--- src/rtl/iss_pkg.sv ---
`timescale 1ns/1ps
package iss_pkg;
  typedef enum logic [2:0] {
    PC_NONE  = 3'd0,
    PC_LOAD  = 3'd1,
    PC_ALU   = 3'd2,
    PC_MULG  = 3'd3,
    PC_MFHL  = 3'd4,
    PC_MTHL  = 3'd5,
    PC_MULTI = 3'd6
  } prod_e;

  typedef enum logic [1:0] {
    CU_PLAIN = 2'd0,
    CU_ADDR  = 2'd1,
    CU_PREF  = 2'd2,
    CU_ACC   = 2'd3
  } cons_e;

  function automatic int imax(input int a, input int b);
    return (a > b) ? a : b;
  endfunction
endpackage

--- src/rtl/iss_lat_table.sv ---
`timescale 1ns/1ps
// Maps a producer class to the countdown value loaded on acceptance.
module iss_lat_table #(
  parameter int CNT_W       = 3,
  parameter int LAT_LOAD    = 2,
  parameter int LAT_ALU     = 1,
  parameter int LAT_MULG    = 5,
  parameter int LAT_MFHL    = 5,
  parameter int LAT_MULTI   = 1,
  parameter int ADDR_EXTRA  = 1
) (
  input  iss_pkg::prod_e   prod,
  output logic             gpr_wr,
  output logic             hl_wr,
  output logic [CNT_W-1:0] load_val
);
  import iss_pkg::*;

  // Countdown starts at (address-base latency - 1) so that it reaches zero
  // exactly when an address-base consumer may go.
  localparam logic [CNT_W-1:0] V_LOAD  = CNT_W'(LAT_LOAD  + ADDR_EXTRA - 1);
  localparam logic [CNT_W-1:0] V_ALU   = CNT_W'(LAT_ALU   + ADDR_EXTRA - 1);
  localparam logic [CNT_W-1:0] V_MULG  = CNT_W'(LAT_MULG  + ADDR_EXTRA - 1);
  localparam logic [CNT_W-1:0] V_MFHL  = CNT_W'(LAT_MFHL  + ADDR_EXTRA - 1);
  localparam logic [CNT_W-1:0] V_MULTI = CNT_W'(LAT_MULTI + ADDR_EXTRA - 1);

  always_comb begin
    gpr_wr   = 1'b0;
    hl_wr    = 1'b0;
    load_val = '0;
    unique case (prod)
      PC_LOAD:  begin gpr_wr = 1'b1; load_val = V_LOAD;  end
      PC_ALU:   begin gpr_wr = 1'b1; load_val = V_ALU;   end
      PC_MULG:  begin gpr_wr = 1'b1; load_val = V_MULG;  end
      PC_MFHL:  begin gpr_wr = 1'b1; load_val = V_MFHL;  end
      PC_MULTI: begin gpr_wr = 1'b1; load_val = V_MULTI; end
      PC_MTHL:  hl_wr = 1'b1;
      default:  ;
    endcase
  end
endmodule

--- src/rtl/iss_reg_entry.sv ---
`timescale 1ns/1ps
// One pending-result slot: a saturating down-counter plus the producer class.
module iss_reg_entry #(
  parameter int CNT_W = 3
) (
  input  logic             clk,
  input  logic             rst,
  input  logic             wr,
  input  logic [CNT_W-1:0] wr_val,
  input  iss_pkg::prod_e   wr_tag,
  output logic [CNT_W-1:0] cnt,
  output iss_pkg::prod_e   tag
);
  import iss_pkg::*;

  always_ff @(posedge clk) begin
    if (rst) begin
      cnt <= '0;
      tag <= PC_NONE;
    end else if (wr) begin
      cnt <= wr_val;
      tag <= wr_tag;
    end else if (cnt != '0) begin
      cnt <= cnt - CNT_W'(1);
    end
  end

  // without a new write, a pending count falls by exactly one per cycle
  assert_count_down_R12: assert property (@(posedge clk) disable iff (rst)
    (!wr && cnt != '0) |=> (cnt == $past(cnt) - CNT_W'(1)));

  // an idle slot stays idle until written
  assert_idle_holds_R12: assert property (@(posedge clk) disable iff (rst)
    (!wr && cnt == '0) |=> (cnt == '0));
endmodule

--- src/rtl/iss_src_check.sv ---
`timescale 1ns/1ps
// Decides whether one source operand is still blocked by its pending entry.
module iss_src_check #(
  parameter int CNT_W        = 3,
  parameter int IDX_W        = 5,
  parameter int LAT_MULG     = 5,
  parameter int LAT_MULG_ACC = 1,
  parameter int ADDR_EXTRA   = 1
) (
  input  logic [IDX_W-1:0] idx,
  input  logic             en,
  input  logic             addr_path,
  input  logic             acc_path,
  input  logic [CNT_W-1:0] cnt,
  input  iss_pkg::prod_e   tag,
  output logic             blocked
);
  import iss_pkg::*;

  // Remaining count at which a consumer becomes free: elapsed = base latency - cnt.
  localparam logic [CNT_W-1:0] ORD_THR = CNT_W'(ADDR_EXTRA);
  localparam logic [CNT_W-1:0] ACC_THR = CNT_W'(LAT_MULG + ADDR_EXTRA - LAT_MULG_ACC);

  logic live;
  assign live = en && (idx != '0);

  always_comb begin
    if (!live)                            blocked = 1'b0;
    else if (addr_path)                   blocked = (cnt != '0);
    else if (acc_path && tag == PC_MULG)  blocked = (cnt > ACC_THR);
    else                                  blocked = (cnt > ORD_THR);
  end
endmodule

--- src/rtl/iss_interlock.sv ---
`timescale 1ns/1ps
module iss_interlock #(
  parameter int NUM_REGS     = 32,
  parameter int LAT_LOAD     = 2,
  parameter int LAT_ALU      = 1,
  parameter int LAT_MULG     = 5,
  parameter int LAT_MFHL     = 5,
  parameter int LAT_MULTI    = 1,
  parameter int LAT_MTHL_ACC = 2,
  parameter int LAT_MULG_ACC = 1,
  parameter int ADDR_EXTRA   = 1,
  localparam int IDX_W       = $clog2(NUM_REGS)
) (
  input  logic             clk,
  input  logic             rst,
  input  logic             in_valid,
  input  logic [2:0]       in_prod,
  input  logic [1:0]       in_cons,
  input  logic [IDX_W-1:0] in_dst,
  input  logic [IDX_W-1:0] in_src_a,
  input  logic             in_src_a_en,
  input  logic [IDX_W-1:0] in_src_b,
  input  logic             in_src_b_en,
  output logic             stall,
  output logic             accept
);
  import iss_pkg::*;

  localparam int MAX_LB = imax(imax(imax(LAT_LOAD, LAT_ALU), imax(LAT_MULG, LAT_MFHL)),
                               imax(LAT_MULTI, LAT_MTHL_ACC)) + ADDR_EXTRA;
  localparam int CNT_W  = $clog2(MAX_LB + 1);
  localparam logic [CNT_W-1:0] HL_VAL = CNT_W'(LAT_MTHL_ACC - 1);

  prod_e prod_w;
  cons_e cons_w;
  assign prod_w = prod_e'(in_prod);
  assign cons_w = cons_e'(in_cons);

  logic             gpr_wr, hl_wr;
  logic [CNT_W-1:0] load_val;

  iss_lat_table #(
    .CNT_W(CNT_W), .LAT_LOAD(LAT_LOAD), .LAT_ALU(LAT_ALU), .LAT_MULG(LAT_MULG),
    .LAT_MFHL(LAT_MFHL), .LAT_MULTI(LAT_MULTI), .ADDR_EXTRA(ADDR_EXTRA)
  ) u_lat (
    .prod(prod_w), .gpr_wr(gpr_wr), .hl_wr(hl_wr), .load_val(load_val)
  );

  logic [CNT_W-1:0] cnt_q [NUM_REGS];
  prod_e            tag_q [NUM_REGS];

  // Slot 0 is hard-wired idle; every other slot is a real entry.
  for (genvar g = 0; g < NUM_REGS; g++) begin : g_slot
    if (g == 0) begin : g_zero
      assign cnt_q[g] = '0;
      assign tag_q[g] = PC_NONE;
    end else begin : g_live
      logic wr_g;
      assign wr_g = accept && gpr_wr && (in_dst == IDX_W'(g));
      iss_reg_entry #(.CNT_W(CNT_W)) u_ent (
        .clk(clk), .rst(rst), .wr(wr_g), .wr_val(load_val), .wr_tag(prod_w),
        .cnt(cnt_q[g]), .tag(tag_q[g])
      );
    end
  end

  // Accumulator slot: only a move to HI/LO fills it.
  logic [CNT_W-1:0] hl_cnt;
  always_ff @(posedge clk) begin
    if (rst)                   hl_cnt <= '0;
    else if (accept && hl_wr)  hl_cnt <= HL_VAL;
    else if (hl_cnt != '0)     hl_cnt <= hl_cnt - CNT_W'(1);
  end

  logic addr_a, acc_c, blk_a, blk_b, blk_hl;
  assign addr_a = (cons_w == CU_ADDR) || (cons_w == CU_PREF);
  assign acc_c  = (cons_w == CU_ACC);

  iss_src_check #(
    .CNT_W(CNT_W), .IDX_W(IDX_W), .LAT_MULG(LAT_MULG),
    .LAT_MULG_ACC(LAT_MULG_ACC), .ADDR_EXTRA(ADDR_EXTRA)
  ) u_chk_a (
    .idx(in_src_a), .en(in_src_a_en), .addr_path(addr_a), .acc_path(acc_c),
    .cnt(cnt_q[in_src_a]), .tag(tag_q[in_src_a]), .blocked(blk_a)
  );

  iss_src_check #(
    .CNT_W(CNT_W), .IDX_W(IDX_W), .LAT_MULG(LAT_MULG),
    .LAT_MULG_ACC(LAT_MULG_ACC), .ADDR_EXTRA(ADDR_EXTRA)
  ) u_chk_b (
    .idx(in_src_b), .en(in_src_b_en), .addr_path(1'b0), .acc_path(acc_c),
    .cnt(cnt_q[in_src_b]), .tag(tag_q[in_src_b]), .blocked(blk_b)
  );

  assign blk_hl = acc_c && (hl_cnt != '0);
  assign stall  = in_valid && (blk_a || blk_b || blk_hl);
  assign accept = in_valid && !stall;

  // no stall without a presented instruction
  assert_quiet_when_idle_R3: assert property (@(posedge clk) disable iff (rst)
    !in_valid |-> !stall);

  // operands that are absent or register 0 never hold up a non-accumulate consumer
  assert_r0_free_R10: assert property (@(posedge clk) disable iff (rst)
    (in_valid && (!in_src_a_en || in_src_a == '0) && (!in_src_b_en || in_src_b == '0)
     && cons_w != CU_ACC) |-> !stall);

  // a load base consumer one cycle after an accepted load must wait
  assert_load_base_gap_R4: assert property (@(posedge clk) disable iff (rst)
    (accept && prod_w == PC_LOAD && in_dst != '0) |=>
    (!(in_valid && cons_w == CU_ADDR && in_src_a_en && in_src_a == $past(in_dst)) || stall));

  // an accumulate right after a move to HI/LO must wait
  assert_acc_after_hl_R9: assert property (@(posedge clk) disable iff (rst)
    (accept && prod_w == PC_MTHL) |=> (!(in_valid && cons_w == CU_ACC) || stall));
endmodule

--- config.mk ---
export PLATFORM = sky130hd
export DESIGN_NAME = iss_interlock
export DESIGN_NICKNAME = d
export VERILOG_FILES = /design/src/rtl/iss_pkg.sv /design/src/rtl/iss_lat_table.sv /design/src/rtl/iss_reg_entry.sv /design/src/rtl/iss_src_check.sv /design/src/rtl/iss_interlock.sv
export SDC_FILE = /design/constraint.sdc
export NUM_CORES = 1
export LEC_CHECK = 0
export ABC_CLOCK_PERIOD_IN_PS = 3600
export BUFFER_PORTS_ARGS = -buffer_cell sky130_fd_sc_hd__buf_2
export CAP_MARGIN = 20
export CELL_PAD_IN_SITES_DETAIL_PLACEMENT = 0
export CELL_PAD_IN_SITES_GLOBAL_PLACEMENT = 1
export CORE_UTILIZATION = 51
export CTS_BUF_LIST = sky130_fd_sc_hd__clkbuf_4 sky130_fd_sc_hd__clkbuf_8 sky130_fd_sc_hd__clkbuf_16
export CTS_CLUSTER_DIAMETER = 120
export DETAILED_ROUTE_END_ITERATION = 10
export PLACE_DENSITY_LB_ADDON = 0.1
export SKIP_CTS_REPAIR_TIMING = 1
export SLEW_MARGIN = 5
export SYNTH_ARGS = -nofsm -noshare
export SYNTH_HDL_FRONTEND = slang
export SYNTH_SLANG_ARGS = --single-unit
--- constraint.sdc ---
create_clock -name clk -period 3.6 [get_ports clk]
set_clock_uncertainty 0.05 [all_clocks]
set_input_delay 0.18 -clock clk [delete_from_list [all_inputs] [get_ports clk]]
set_output_delay 0.18 -clock clk [all_outputs]
set_load 0.01 [all_outputs]
==> metrics.txt, run 1 <==
status=finished clean; routed vias/inst=5.87; GPL Wtd Cong=0.922; Hold EP=hl_cnt[2]; total CTS buffers=17; commonest non-fill, non-tap cells in the layout=dfxtp_1 (189), mux2i_1 (162), nor2_1 (141); Setup crit start=g_slot[29].g_live.u_ent.tag[2]; CTS H-tree lvls=4; FMAX=294 MHz; Final period util=94.5%; cell taking the most area after synthesis=dfxtp_1; DRC errors left=0; Seq/Total Area, Yosys=29.8%; Synth area leaders=dfxtp_1 (30%), mux2i_1 (13%), nand2b_1 (6.8%); pwr dens=651 mW/mm^2; EDFF count, synth=0; Initial DRC Count=711; hold crit path type=input pin to flop; core area=0.0244 mm^2; Main synth FF type=dfxtp_1; vias in the first global route=9,458; crit path DAT=3170 ps; Worst-path clk slew=80 ps; Slew Limit Fails=0; largest net degree at the start of global routing=76; Die W=160 um; unrepaired setup endpoints after global routing=false; layout cells sized above 1=17.2%; R2R Path End=g_slot[4].g_live.u_ent.cnt[0]; DR vias=9,604; Worst IR Drop VDD=0.427 mV; first-pass GRT wire length=54,800 um; IO Count=27; top sig layer=met4; routed wl met2=15,500 um; Clk Latency, worst-skew pair=450 ps; post-synthesis cell count=1,285; setup TNS=0 ps; post-synth top area share=29.8%; met3 routed WL=1940 um; min Tclk post-route=3400 ps; num rows=57; worst path required time=3370 ps; Max Buffers Root-to-Sink=2; most common cell after layout, fill and taps aside=dfxtp_1; Hold Startpoint=in_valid; syn_nets=1,375; R2R depth=9; Post-synth ARST share=0%; initial antenna violation count=2; die area=0.0255 mm^2; WS Path Type=flop to primary output; final-stage net count=1,389; Tightest Pin Transition=810 ps; Tot GR Track Use=28.0%; CTS tree=done; Cell variety after synth=77; # fillers=2,213; Leak=6.35 nW; Synth Cell Area=0.0127 mm^2; total gr overflow=0; Worst Path Max Fanout=20; WL/cell=21.3 um; Ys Warns=0; M1 wire length=16,900 um; max-capacitance violation count=0; Worst R2R Start=g_slot[8].g_live.u_ent.cnt[1]; utilization after layout=56.8%; Hold WS=145 ps; CP startpoint kind=flop; final setup vio count=0; I/O Buffers=26; crit end category=primary output; Slew Limit Headroom=46.0%; hold path depth=3; hpwl dp=24,800 um; clk sinks=189; internal reg-to-reg setup slack=430 ps; CTS root buf=clkbuf_16; register bit total from synthesis=189; final hold vios=0; ANT nets after route=0; Layout area overhead=9.11%; Post-Route WL=34,900 um; Die H=160 um; Initial Util=52.1%; Mapped Avg Cell Area=9.88 um^2; DRT Pass-1 Iters=7
[state kept, by name, summed over array words and instances (netlist names)]
signal                   count
g_slot.g_live.u_ent.cnt     93
g_slot.g_live.u_ent.tag     93
hl_cnt                       3
[cells by family (layout without fill, tap and decap cells)]
logic type      Yosys count  count (layout)  share of synthesized area [%]
buf+inv                 154             181                           5.61
xor+xnor                 32              32                           2.21
other cells               0               1                              0
flops                   189             189                           29.8
simple gates            461             461                           22.9
compound gates          119             119                           7.46
mux                     265             265                           25.6
fa+ha+maj                65              65                           6.41
[power by group]
part | internal [W] | switching (W) | leakage, nW
clock network | 0.00105 | 0.000935 | 0.295
logic | 0.00198 | 0.00193 | 4.51
registers | 0.00257 | 0.000552 | 1.55
[critical path, stage by stage (launching register included)]
cell and delay (ps):
dfxtp_1 320, nand3b_1 220, mux4_2 530, a221o_1 380
a211oi_1 250, a211o_1 200, nor3b_4 230, buf_12 270
and3_1 200, buf_2 130
[layer usage]
| layer | GRT usage (%) | vias to the layer above |
|---|---|---|
| li1 | - | 4579 |
| met3 | 5.30 | 47 |
| met5 | 0 | - |
| met4 | 7.71 | 0 |
| met1 | 39.3 | 4723 |
| met2 | 43.9 | 255 |
[stage by stage]
step | worst slack [ps] | power [W] | instances | cell area (um^2)
after floorplan | 709 | 0.00615 | 1285 | 12700
after global placement | 32.1 | 0.00698 | 1604 | 13200
after detailed placement | -37.1 | 0.00705 | 1604 | 13200
after CTS | 219 | 0.00905 | 1636 | 13900
after global routing | 45.5 | 0.00967 | 1636 | 13900
final | 197 | 0.00902 | 1637 | 13900
[cell type report]
class / instances / area (um^2) / share of cell area [%]
Antenna cell: 1 / 2.50 / 0.0181
Clock buffer: 20 / 467 / 3.37
Clock inverter: 12 / 141 / 1.02
Inverter: 78 / 293 / 2.11
Multi-Input combinational cell: 942 / 8220 / 59.3
Sequential cell: 189 / 3780 / 27.3
Tap cell: 324 / 405 / 2.93
Timing Repair Buffer: 71 / 546 / 3.94
[synth_stat cells, types with 13 or more instances]
cell type  number
a211o_1        33
a21oi_1        13
and3_1         27
clkbuf_1       47
dfxtp_1       189
ha_1           65
inv_1          77
mux2_1         19
mux2_2         28
mux2_4         22
mux2i_1       162
mux4_2         32
nand2_1        29
nand2b_1      138
nand3_4        15
nand3b_1       14
nor2_1        143
nor3_1         15
xnor2_1        32
[worst max path at each step]
stage | end | cells past startpoint | slack [ps]
global route | stall | 10 | 50
floorplan | g_slot[11].g_live.u_ent.cnt[0] | 13 | 710
CTS | accept | 11 | 220
detailed placement | g_slot[4].g_live.u_ent.cnt[2] | 11 | -40
global placement | g_slot[27].g_live.u_ent.cnt[0] | 10 | 30
finish | accept | 9 | 200
Power figures use the tool's default switching activity.
==> run 2: changes to the inputs <==
Settings changed: CORE_UTILIZATION 51 to 52, SYNTH_HIERARCHICAL set to 1.
==> metrics.txt, run 2 <==
largest net degree at the start of global routing=85 (+12%); Worst-path clk slew=80 ps (about the same); die area=0.0272 mm^2 (+6.5%); CTS H-tree lvls=4 (unchanged); EDFF count, synth=0 (unchanged); Comb pwr share=50.9% (+7.5 points); Worst Path Max Fanout=5 (-75%); Initial DRC Count=710 (-0.14%); Layout area overhead=31.0%; pwr dens=595 mW/mm^2 (-8.6%); sw power=0.00393 W (+15%); FMAX=250 MHz (-15%); total CTS buffers=17 (unchanged); first-pass GRT wire length=59,500 um (+8.7%); Post-Route WL=41,100 um (+18%); utilization after layout=69.4% (+13 points); Die H=165 um (+3.2%); failing checks=setup timing; Leak=6.95 nW (+9.4%); status=finished, violations left; CTS tree=done; syn_nets=1,421 (+3.3%); Hold WS=315 ps (+170 ps); setup TNS=-38,800 ps (-38,800 ps); DP Cell Count=1,859 (+16%); Clk Latency, worst-skew pair=450 ps (about the same); hold crit path type=input pin to flop; Mapped Avg Cell Area=10.4 um^2 (+4.9%); Worst IR Drop VDD=0.445 mV (+4.2%); fraction of power spent switching nets=36.6% (-1.4 points); post-synth top area share=27.4% (-2.4 points); Cell variety after synth=49 (-36%); max-capacitance violation count=0 (unchanged); Clock power frac=19.8% (-2.2 points); WS Path Type=flop to flop; ANT nets after route=0 (unchanged); CTS root buf=clkbuf_16; final-stage net count=1,708 (+23%); GPL Wtd Cong=0.889 (-3.6%); crit path DAT=4250 ps (+1080 ps); DRC errors left=0 (unchanged); Synth Cell Area=0.0138 mm^2 (+8.7%); most common cell in the synthesized netlist=dfxtp_1; Max stage delay on crit path=490 ps (-40 ps); vias in the first global route=10,703 (+13%); Slew Limit Fails=0 (unchanged); cell taking the most area after synthesis=dfxtp_1; num rows=59 (+3.5%); unrepaired setup endpoints after global routing=true; core area=0.0261 mm^2 (+6.8%); DRT Pass-1 Iters=5 (-2); crit-path cells=mux4_2 > a22o_1 > o21ai_2 > buf_6 > o31ai_4 > or3_1 > o21ai_1 > a21oi_1 > or2_4 > a2111oi_4 > buf_4 > nand3b_1 > buf_6 > nor2_4 > buf_6 > buf_6 > mux2i_1 > nor2_1; clk sinks=189 (unchanged); worst path required time=3840 ps (+470 ps); DR vias=11,702 (+22%); Main synth FF type=dfxtp_1; # fillers=1,995 (-9.9%); final setup vio count=187 (+187); I/O Buffers=26 (unchanged); hpwl dp=28,100 um (+13%); register bit total from synthesis=189 (unchanged); Synth area leaders=dfxtp_1 (27%), mux4_2 (10%), mux2i_1 (9.1%); Largest regs=g_slot.g_live.u_ent/cnt: 93 flops, g_slot.g_live.u_ent/tag: 93 flops, hl_cnt: 3 flops; Tightest Pin Transition=846 ps (+36.1 ps); setup ws final=-407 ps (-604 ps); Commonest cells post-synth=dfxtp_1 (189), nor2b_1 (161), mux2i_1 (125), nor2_1 (125), inv_1 (100); most common cell after layout, fill and taps aside=buf_4; Final period util=111% (+17 points); crit end category=flop; Initial Util=53.0% (+0.90 points); Ys Warns=6 (+6); Max Buffers Root-to-Sink=2 (unchanged); Setup crit start=g_slot[31].g_live.u_ent/cnt[1]; post-synthesis cell count=1,331 (+3.6%); routed vias/inst=5.95 (+1.5%); # diodes=0 (-1); IO Count=27 (unchanged); Sequential Power Share=29.3% (-5.3 points); Die W=165 um (+3.2%); final hold vios=0 (unchanged); Tot GR Track Use=28.9% (+0.82 points); Post-synth ARST share=0% (unchanged); initial antenna violation count=0 (-2); Hold Startpoint=rst; Seq/Total Area, Yosys=27.4% (-2.4 points); CP startpoint kind=flop; WL/cell=20.9 um (-2.0%); slowest CP cell=mux4_2; min Tclk post-route=4010 ps (+604 ps); layout cells sized above 1=41.1% (+24 points); total gr overflow=0 (unchanged); Pint=0.00683 W (+22%); Finished Layout Cells=1,966 (+20%); Worst R2R Start=g_slot[31].g_live.u_ent/cnt[1]; commonest non-fill, non-tap cells in the layout=buf_4 (216), dfxtp_1 (176), nor2b_1 (127); Slew Limit Headroom=43.6% (-2.4 points); cell mode on critical path=buf_6
run 2: worst max-delay path, delay by kind of cell, from the launching register on:
kind	cells	cell delay [ps]
buffers and inverters	5	770
AOI/OAI and AO/OA	6	1030
DFF	1	350
and+or+nand+nor	5	950
muxes	2	700
run 2: cell type report:
class | instances | area (um^2) | share of cell area (%)
Clock inverter | 11 | 176 | 0.976
Clock buffer | 21 | 474 | 2.62
Tap cell | 335 | 419 | 2.32
Inverter | 100 | 375 | 2.08
Multi-Input combinational cell | 976 | 9920 | 54.9
Sequential cell | 189 | 3800 | 21.0
Timing Repair Buffer | 334 | 2910 | 16.1
run 2: per-layer routing:
layer | global-route usage, % | routed length [um] | part of all wire, %
met1 | 39.5 | 18300 | 44
met2 | 45.9 | 19500 | 47
met3 | 5.78 | 2560 | 6.2
met4 | 8.22 | 800 | 1.9
met5 | 0 | 0 | 0
run 2: worst paths after layout:
kind / end / slack [ps] / depth (start not counted)
hold / removal: g_slot[25].g_live.u_ent/tag[1] / 320 / 2
hold reg to reg: hl_cnt[1] / 450 / 1
setup reg to reg: g_slot[14].g_live.u_ent/tag[1] / -410 / 18
setup / recovery: g_slot[14].g_live.u_ent/tag[1] / -410 / 18
run 2: power groups by stage:
| stage | Combinational (W) | Sequential, W | Clock (W) |
|---|---|---|---|
| finish | 0.00547 | 0.00315 | 0.00214 |
| detailed placement | 0.00514 | 0.00315 | 0 |
| global route | 0.00604 | 0.00320 | 0.00224 |
| global placement | 0.00500 | 0.00314 | 0 |
| floorplan | 0.00364 | 0.00303 | 0 |
| CTS | 0.00516 | 0.00311 | 0.00215 |
run 2: metrics by stage:
step	worst slack [ps]	total power, W	area (um^2)
3_3_place_gp	-550	0.00814	15800
5_1_grt	-484	0.0115	18100
6_report	-407	0.0108	18100
2_1_floorplan	8.14	0.00668	13900
4_1_cts	-334	0.0104	16500
3_5_place_dp	-569	0.00829	15800
run 2: cell families after synthesis:
logic type	after synthesis	synth area share, %
other	1	0.0272
xor gates and xnor gates	1	0.0635
AOI/OAI and AO/OA	195	15.8
adders and majority gates	67	6.04
and+or+nand+nor	498	22.1
DFF	189	27.4
buffers and inverters	166	6.17
muxes	214	22.4
